$ cat src/rtl/irw_pkg.sv
package irw_pkg;
    localparam logic [7:0] OFF_SEL  = 8'h00;
    localparam logic [7:0] OFF_WIN  = 8'h10;
    localparam logic [7:0] OFF_EOI  = 8'h40;

    localparam logic [7:0] REG_ID   = 8'h00;
    localparam logic [7:0] REG_VER  = 8'h01;
    localparam logic [7:0] REG_ARB  = 8'h02;
    localparam logic [7:0] TBL_BASE = 8'h10;

    localparam int BIT_DLV  = 12;
    localparam int BIT_IRR  = 14;
    localparam int BIT_TRIG = 15;
    localparam int BIT_MASK = 16;
    localparam int ID_LSB   = 24;
    localparam int ID_W     = 4;

    localparam logic [63:0] RO_MASK     = (64'd1 << BIT_DLV) | (64'd1 << BIT_IRR);
    localparam logic [63:0] ENTRY_RESET = 64'd1 << BIT_MASK;

    typedef enum logic [1:0] {
        PH_IDLE   = 2'd0,
        PH_RDATA  = 2'd1,
        PH_RESCAN = 2'd2,
        PH_EOI    = 2'd3
    } phase_e;
endpackage

$ cat src/rtl/irw_entry_merge.sv
module irw_entry_merge
    import irw_pkg::*;
(
    input  logic [63:0] cur,
    input  logic        wr_hi,
    input  logic [31:0] wr_data,
    output logic [63:0] nxt
);
    logic [63:0] raw;

    always_comb begin
        raw = wr_hi ? {wr_data, cur[31:0]} : {cur[63:32], wr_data};
        nxt = (raw & ~RO_MASK) | (cur & RO_MASK);
        if (!nxt[BIT_TRIG]) begin
            nxt[BIT_IRR] = 1'b0;
        end
    end
endmodule

$ cat src/rtl/irw_entry_table.sv
module irw_entry_table
    import irw_pkg::*;
#(
    parameter int NPINS = 24,
    parameter int IDX_W = 5
) (
    input  logic                    clk,
    input  logic                    rst_n,
    input  logic                    wr_en,
    input  logic [IDX_W-1:0]        wr_idx,
    input  logic                    wr_hi,
    input  logic [31:0]             wr_data,
    input  logic [NPINS-1:0]        irr_set,
    input  logic [NPINS-1:0]        irr_clr,
    input  logic [NPINS-1:0]        dlv_busy,
    output logic [NPINS-1:0][63:0]  entries
);
    for (genvar g = 0; g < NPINS; g++) begin : g_ent
        logic [63:0] stat;
        logic [63:0] merged;
        logic        hit;

        always_comb begin
            stat           = entries[g];
            stat[BIT_IRR]  = (entries[g][BIT_IRR] | irr_set[g]) & ~irr_clr[g];
            stat[BIT_DLV]  = dlv_busy[g];
            hit            = wr_en && (wr_idx == IDX_W'(g));
        end

        irw_entry_merge u_merge (
            .cur     (stat),
            .wr_hi   (wr_hi),
            .wr_data (wr_data),
            .nxt     (merged)
        );

        always_ff @(posedge clk) begin
            if (!rst_n) begin
                entries[g] <= ENTRY_RESET;
            end else begin
                entries[g] <= hit ? merged : stat;
            end
        end
    end
endmodule

$ cat src/rtl/irw_read_mux.sv
module irw_read_mux
    import irw_pkg::*;
#(
    parameter int         NPINS   = 24,
    parameter int         IDX_W   = 5,
    parameter logic [7:0] VERSION = 8'h20
) (
    input  logic [7:0]             off,
    input  logic                   word_ok,
    input  logic [7:0]             sel,
    input  logic                   in_range,
    input  logic [IDX_W-1:0]       idx,
    input  logic [ID_W-1:0]        id,
    input  logic [NPINS-1:0][63:0] entries,
    output logic [31:0]            rd
);
    localparam logic [7:0] MAX_ENT = 8'(NPINS - 1);

    logic [63:0] ent;

    always_comb begin
        ent = entries[idx];
        rd  = '0;
        if (off == OFF_SEL) begin
            rd = {24'd0, sel};
        end else if (off == OFF_WIN && word_ok) begin
            if (sel == REG_ID || sel == REG_ARB) begin
                rd = {4'd0, id, 24'd0};
            end else if (sel == REG_VER) begin
                rd = {8'd0, MAX_ENT, 8'd0, VERSION};
            end else if (in_range) begin
                rd = sel[0] ? ent[63:32] : ent[31:0];
            end
        end
    end
endmodule

$ cat src/rtl/indreg_window.sv
module indreg_window
    import irw_pkg::*;
#(
    parameter int         NPINS   = 24,
    parameter logic [7:0] VERSION = 8'h20,
    parameter int         ADDR_W  = 12
) (
    input  logic              clk,
    input  logic              rst_n,
    input  logic              req_valid,
    input  logic              req_write,
    input  logic [ADDR_W-1:0] req_addr,
    input  logic [2:0]        req_size,
    input  logic [31:0]       req_wdata,
    output logic              rsp_valid,
    output logic [31:0]       rsp_rdata,
    input  logic [NPINS-1:0]  irr_set,
    input  logic [NPINS-1:0]  irr_clr,
    input  logic [NPINS-1:0]  dlv_busy,
    output logic              rescan_req,
    output logic              eoi_valid,
    output logic [7:0]        eoi_vector
);
    localparam int IDX_W    = (NPINS > 1) ? $clog2(NPINS) : 1;
    localparam int SEL_LAST = int'(TBL_BASE) + 2 * NPINS - 1;
    localparam bit HAS_EOI  = (VERSION == 8'h20);

    if (VERSION != 8'h11 && VERSION != 8'h20) begin : g_bad_version
        $error("indreg_window: VERSION must be 8'h11 or 8'h20");
    end
    if (SEL_LAST > 255) begin : g_bad_npins
        $error("indreg_window: NPINS too large for an 8-bit select");
    end

    logic [7:0]             off;
    logic                   word_ok;
    logic [7:0]             sel_q;
    logic [ID_W-1:0]        id_q;
    logic                   in_range;
    logic [7:0]             rel;
    logic [IDX_W-1:0]       idx;
    logic                   wr_req;
    logic                   win_wr;
    logic                   ent_wr;
    logic                   eoi_fire;
    logic [31:0]            rd_comb;
    logic [31:0]            rdata_q;
    logic [7:0]             evec_q;
    logic [NPINS-1:0][63:0] tbl_q;
    phase_e                 phase_q;
    phase_e                 phase_d;
    logic                   unused_addr;

    assign unused_addr = ^req_addr;

    always_comb begin
        off      = req_addr[7:0];
        word_ok  = (req_size == 3'd4);
        in_range = (int'(sel_q) >= int'(TBL_BASE)) && (int'(sel_q) <= SEL_LAST);
        rel      = sel_q - TBL_BASE;
        idx      = IDX_W'(rel >> 1);
        wr_req   = req_valid && req_write;
        win_wr   = wr_req && (off == OFF_WIN) && word_ok;
        ent_wr   = win_wr && in_range;
        eoi_fire = wr_req && (off == OFF_EOI) && word_ok && HAS_EOI;
    end

    irw_read_mux #(.NPINS(NPINS), .IDX_W(IDX_W), .VERSION(VERSION)) u_rmux (
        .off      (off),
        .word_ok  (word_ok),
        .sel      (sel_q),
        .in_range (in_range),
        .idx      (idx),
        .id       (id_q),
        .entries  (tbl_q),
        .rd       (rd_comb)
    );

    irw_entry_table #(.NPINS(NPINS), .IDX_W(IDX_W)) u_table (
        .clk      (clk),
        .rst_n    (rst_n),
        .wr_en    (ent_wr),
        .wr_idx   (idx),
        .wr_hi    (sel_q[0]),
        .wr_data  (req_wdata),
        .irr_set  (irr_set),
        .irr_clr  (irr_clr),
        .dlv_busy (dlv_busy),
        .entries  (tbl_q)
    );

    // Next output phase from the current request
    always_comb begin
        phase_d = PH_IDLE;
        if (req_valid) begin
            if (!req_write) begin
                phase_d = PH_RDATA;
            end else if (ent_wr) begin
                phase_d = PH_RESCAN;
            end else if (eoi_fire) begin
                phase_d = PH_EOI;
            end
        end
    end

    // State and data registers
    always_ff @(posedge clk) begin
        if (!rst_n) begin
            phase_q <= PH_IDLE;
            sel_q   <= '0;
            id_q    <= '0;
            rdata_q <= '0;
            evec_q  <= '0;
        end else begin
            phase_q <= phase_d;
            rdata_q <= (req_valid && !req_write) ? rd_comb : 32'd0;
            evec_q  <= eoi_fire ? req_wdata[7:0] : 8'd0;
            if (wr_req && off == OFF_SEL) begin
                sel_q <= req_wdata[7:0];
            end
            if (win_wr && sel_q == REG_ID) begin
                id_q <= req_wdata[ID_LSB +: ID_W];
            end
        end
    end

    // Outputs decoded from the phase
    always_comb begin
        rsp_valid  = 1'b0;
        rescan_req = 1'b0;
        eoi_valid  = 1'b0;
        unique case (phase_q)
            PH_IDLE:   ;
            PH_RDATA:  rsp_valid  = 1'b1;
            PH_RESCAN: rescan_req = 1'b1;
            PH_EOI:    eoi_valid  = 1'b1;
        endcase
        rsp_rdata  = rdata_q;
        eoi_vector = evec_q;
    end
endmodule

$ cat config.mk
export PLATFORM = sky130hd
export DESIGN_NAME = indreg_window
export DESIGN_NICKNAME = d
export VERILOG_FILES = /design/src/rtl/irw_pkg.sv /design/src/rtl/irw_entry_merge.sv /design/src/rtl/irw_entry_table.sv /design/src/rtl/irw_read_mux.sv /design/src/rtl/indreg_window.sv
export SDC_FILE = /design/constraint.sdc
export NUM_CORES = 2
export LEC_CHECK = 0
export BUFFER_PORTS_ARGS = -buffer_cell sky130_fd_sc_hd__buf_4
export CORE_ASPECT_RATIO = 0.9
export CORE_MARGIN = 2
export CORE_UTILIZATION = 55
export DETAILED_ROUTE_END_ITERATION = 12
export PLACE_DENSITY = 0.71
export SETUP_SLACK_MARGIN = 0.4
export SLEW_MARGIN = 20
export SYNTH_ARGS = -nofsm -noshare
export SYNTH_HDL_FRONTEND = slang
export SYNTH_HIERARCHICAL = 1
export SYNTH_SLANG_ARGS = --single-unit
$ cat constraint.sdc
create_clock -name clk -period 7.7 [get_ports clk]
set_clock_uncertainty 0.1 [all_clocks]
set_input_delay 1.155 -clock clk [delete_from_list [all_inputs] [get_ports clk]]
set_output_delay 1.155 -clock clk [all_outputs]
set_load 0.03 [all_outputs]
* Yosys cells after proc, flatten, opt, wreduce, memory -nomap -nowiden
Cells that the tools add are included.
** Cells by class
- Equal/unequal tests :: 31
- Mux-type cells :: 86
- $add $sub $neg :: 1
- $lt $le $gt $ge :: 3
- Reduce and logical (&&, ||, !) cells :: 47
- Bitwise operators :: 100
** Operators with widths (count)
- $mux W64 :: 25
- $or A64 B15 Y64 :: 24
- $mux W15 :: 24
- $bmux W64 S5 :: 1
- $mux W28 :: 3
- $eq A5 B4 Y1 const B :: 8
- $eq A5 B5 Y1 const B :: 8
- $logic_and A1 B1 Y1 :: 35
- $mux W32 :: 1
- $mux W1 :: 28
- $not A1 Y1 :: 28
- $and A1 B1 Y1 :: 24
- $or A1 B1 Y1 :: 24
- $eq A5 B3 Y1 const B :: 4
- $logic_not A8 Y1 :: 2
- $mux W8 :: 2
- $eq A5 B2 Y1 const B :: 2
- $eq A8 B1 Y1 const B :: 1
- $eq A8 B2 Y1 const B :: 1
- $eq A8 B5 Y1 const B :: 1
- $eq A8 B7 Y1 const B :: 1
- $ge A8 B5 Y1 const B :: 1
- $le A8 B6 Y1 const B :: 1
- $reduce_or A7 Y1 :: 1
- 14 further kinds :: 18
** Storage, ports and cells
- Register bits after elaboration :: 1590
- Logic and storage cells :: 325
- Output and inout port bits :: 43
- Bits of input ports :: 123

* Longest topological paths before layout
- Depth after elaboration :: 9
- Mapped depth :: 12

* By module
The synthesis kept the hierarchy.
** Modules (own cells, without submodules)
- irw_entry_table :: times used 1, area each 71856.4 sq um, cells an instance 8195, sequential area each 30749.5 sq um
- irw_entry_merge :: times used 24, area each 1019.7 sq um, cells an instance 71, sequential area each 0.0 sq um
- irw_read_mux :: times used 1, area each 12473.2 sq um, cells an instance 966, sequential area each 0.0 sq um
- indreg_window :: times used 1, area each 1752.9 sq um, cells an instance 157, sequential area each 1081.0 sq um

* Worst setup path before layout
OpenSTA, ideal clock, no wires.
- Kind :: input -> register
- Start point :: input req_addr[3]
- End point :: register u_table/entries[1024] (netlist name)
- Setup slack :: 4.380 ns
- Data required time :: 7.528 ns
- Stages on the path :: 9
- Setup time :: 0.072 ns
- Buffers on the path :: 3
- Data arrival time :: 3.148 ns
- Cells stage by stage :: nor4_4 -> nand4_1 -> nor2_1 -> buf_2 -> or4b_4 -> buf_6 -> nor2_8 -> buf_12 -> mux2i_1
** On the way
- Word-level cells in the longest chain between the ends :: 5
** RTL lines
- start, declared :: line indreg_window.sv:12 : input logic [ADDR_W-1:0] req_addr,
- $eq A8 B5 Y1 :: line indreg_window.sv:63 : win_wr = wr_req && (off == OFF_WIN) && word_ok;
- $logic_and A1 B1 Y1 (2 in series) :: line indreg_window.sv:63
- $logic_and A1 B1 Y1 :: line indreg_window.sv:64 : ent_wr = win_wr && in_range;
- named net ent_wr :: line indreg_window.sv:44 : logic ent_wr;
- $logic_and A1 B1 Y1 :: line irw_entry_table.sv:27 : hit = wr_en && (wr_idx == IDX_W'(g));
- end signal, assigned by index :: line irw_entry_table.sv:41 : entries[g] <= hit ? merged : stat;
- end, declared :: line irw_entry_table.sv:16 : output logic [NPINS-1:0][63:0] entries
The timed path passes the listed nets, and every way through them passes these cells.
A chain may end at the register's enable or synchronous reset.

* Final worst setup path
- Start point :: register sel_q[4]
- End point :: register u_table/entries[853] (netlist name)
** RTL lines
- start, declared :: line indreg_window.sv:37 : logic [7:0] sel_q;
- start signal, assigned :: line indreg_window.sv:119 : sel_q <= req_wdata[7:0];
- $sub A6 B5 Y6 :: line indreg_window.sv:60 : rel = sel_q - TBL_BASE;
- named net rel[4] :: line indreg_window.sv:40 : logic [7:0] rel;
- $eq A5 B4 Y1 :: line irw_entry_table.sv:27
- $logic_and A1 B1 Y1 :: line irw_entry_table.sv:27
The timed path passes the listed nets, and every way through them passes these cells.

==> reports/qor.csv <==
metric,value,unit
status,completed,
hold_viol_final,0,
holdBufCountCts,0,
syn_nets,11147,
worstHoldEndpoint,u_table/entries[331],
finalPower,0.0180,W
die_height,429,µm
syn_inst,11022,
cp_cell_sequence,"clkinv_2, ha_1, a21boi_0, nor2_1, nand4b_1, nor2_4, buf_4, buf_4, mux2i_1",
holdPathStages,2,
drc,0,
worstMarginPinSlew,1.25,ns
ioPinCount,166,
routed-via-count,70130,
hold_path_class,register to register,
htreeDepth,4,
endpoint_kind,register,
r2r_slack,2.34,ns
worstReg2RegStart,sel_q[4],
path_buf_inv,3,
grt_max_degree,281,
maxCapViolCount,0,
fillers,17051,
p_seq_share,45.9,%
period_minus_slack,5.36,ns
startpoint_type,register,
rows,156,
p_switching,0.00426,W
dieArea,205000,µm²
synth_cell_types,73,
drive_above_1_share,27.0,%
core_area,200000,µm²
drt_iter0_markers,7201,
timing.rr.end,u_table/entries[853],
detail-route-antenna-nets,0,
slew_headroom,16.4,%
crit_arrival,5.99,ns
ys_warn_count,6,
synth_enable_flop_cells,0,
p_leak,36.7,nW
synthToLayoutAreaGrowth,-3.94,%
yosysSeqAreaShare,28.8,%
clock_path_buffers,3,
finalCritPeriodShare,69.7,%
gp_congestion,0.805,
sw_frac_of_total,23.7,%
max_stage_delay,0.96,ns
fmax,0.186,GHz
drv_slew,0,
routed_via_density,5.84,
cp_slowest_cell,nor2_1,
rsz0062_at_grt,false,
grt_pass1_vias,69765,
post_cts_buffers,0,
grt_usage,25.7,%
fin_nets,9291,
crit_cells,9,
peakVddDrop,0.000146,V
setup_violations,0,
dpl.hpwl,157000,µm
drt_wl_total,275000,µm
p_int,0.0137,W
numCtsBuffers,174,
cts_tree,done,
worstSkewPairLatency,0.85,ns
grt_pass1_wl,418000,µm
grt-ovfl-total,0,
r2r_cells,9,
synthFlopType,dfxtp_1,
ys_ff_latch,1590,
cp_common_cell,buf_4,
initial_core_util,55.2,%
clk_pin_slew_worst_paths,0.06,ns
wire_per_inst,22.9,µm
fin_cells,12008,
numPortBuffers,161,
crit_family,simple AND/OR/NAND/NOR gates,
syn_area,111000,µm²
path_max_fanout,26,
power.density,169,nW/µm²
async_flop_share,0,%
pwr-share-clk,49.1,%
setup_tns,0,ns
die_w,477,µm
combPwrFrac,5.0,%
avgSynthCellArea,10.0,µm²
hp-start,u_table/entries[331],
antenna_found_initial,37,
cts.sinks,1590,
cts_root_buf,clkbuf_16,
cts_resized,0,
crit_type,register to register,
dr.pass1.iters,6,
critPathRequiredTime,8.33,ns
dpl.cell_count,11675,
[power groups by stage]
| stage | combinational, W | clock [W] | sequential, W |
|---|---|---|---|
| floorplan | 0.000632 | 0 | 0.00842 |
| global placement | 0.000856 | 0 | 0.00843 |
| detailed placement | 0.000893 | 0 | 0.00843 |
| CTS | 0.000898 | 0.00894 | 0.00825 |
| global route | 0.000979 | 0.00928 | 0.00824 |
| finish | 0.000906 | 0.00882 | 0.00825 |
[tightest hold or removal path, cell delays in order (launching register included)]
cell	delay, ns
dfxtp_1	0.32
nand2_1	0.05
mux2i_1	0.05
[per-layer routing]
metal	up-vias	track usage, %	part of all wire, %
met2	1928	42.3	47
met4	14	10.5	3.6
met5	-	0	0.034
met3	482	4.65	6.1
met1	35378	33.3	43
li1	32328	-	-
[cell families (layout without fill, tap and decap cells)]
kind of cell,after synthesis,in the layout,synth area share (%)
buffers and inverters,2351,637,15.1
AND/OR/NAND/NOR,3319,3319,11.8
multiplexers,3459,3459,42.3
other,0,14,0
AO/OA/AOI/OAI,301,301,1.96
adder cells (fa/ha/maj),2,2,0.0226
flip-flops,1590,1590,28.8
[cell usage in the layout, fill, tap and decap left out, types with 41 or more instances in the layout]
cell          n
nand2_1    3082
dfxtp_1    1586
mux2i_1    1573
mux2_4     1464
mux4_2      359
buf_4       247
clkbuf_16   176
o22ai_1      73
and2_1       68
mux2_2       47
a21oi_1      46
nor2_1       44
buf_12       41
[area by class of cell]
cell class	instances	area (µm²)	share of cell area [%]
antenna	14	35.0	0.0330
clock buffer	248	5070	4.78
clock inverter	70	915	0.861
inverter	27	104	0.0978
multi-input combinational	7081	62100	58.5
sequential	1590	31800	30.0
tap	2686	3360	3.16
timing repair buffer	292	2740	2.58
[registers in the layout (all words and copies together) (netlist names)]
name / count
eoi_vector: 8
u_table/entries: 1536
sel_q: 8
phase_q: 2
id_q: 4
rsp_rdata: 32
[cell usage after synthesis (all sizes together) (18+ instances only)]
cell       n  area (µm²)
o21ba     24         240
a21oi     46         230
nor2b     18         113
nand3     24         120
mux4     375        8510
clkbuf   362        1360
o21ai     30         150
mux2    1511       22500
o22ai     73         457
mux2i   1573       15700
inv       26        97.6
o311ai    21         184
nor2      67         370
o221ai    18         158
dfxtp   1590       31800
nand2   3082       11600
buf     1962       15200
and2      69         433
[worst max-delay path by stage]
stage / from / endpoint / slack (ns)
after floorplan: req_addr[3] / u_table/entries[1024] / 4.38
after global placement: req_addr[3] / u_table/entries[846] / 2.15
after detailed placement: req_addr[3] / u_table/entries[885] / 2.04
after CTS: sel_q[4] / u_table/entries[853] / 2.51
after global routing: sel_q[4] / u_table/entries[885] / 2.27
final: sel_q[4] / u_table/entries[853] / 2.34
[per-stage QoR]
stage	hold WS (ns)	cell area [µm²]	util, %	setup WS, ns
floorplan	0.346	111000	-	4.38
global placement	0.349	100000	50.0	2.15
detailed placement	0.358	100000	50.0	2.04
CTS	0.369	106000	53.0	2.51
global route	0.382	106000	53.0	2.27
finish	0.370	106000	53.0	2.34
(Power assumes the default switching activity.)
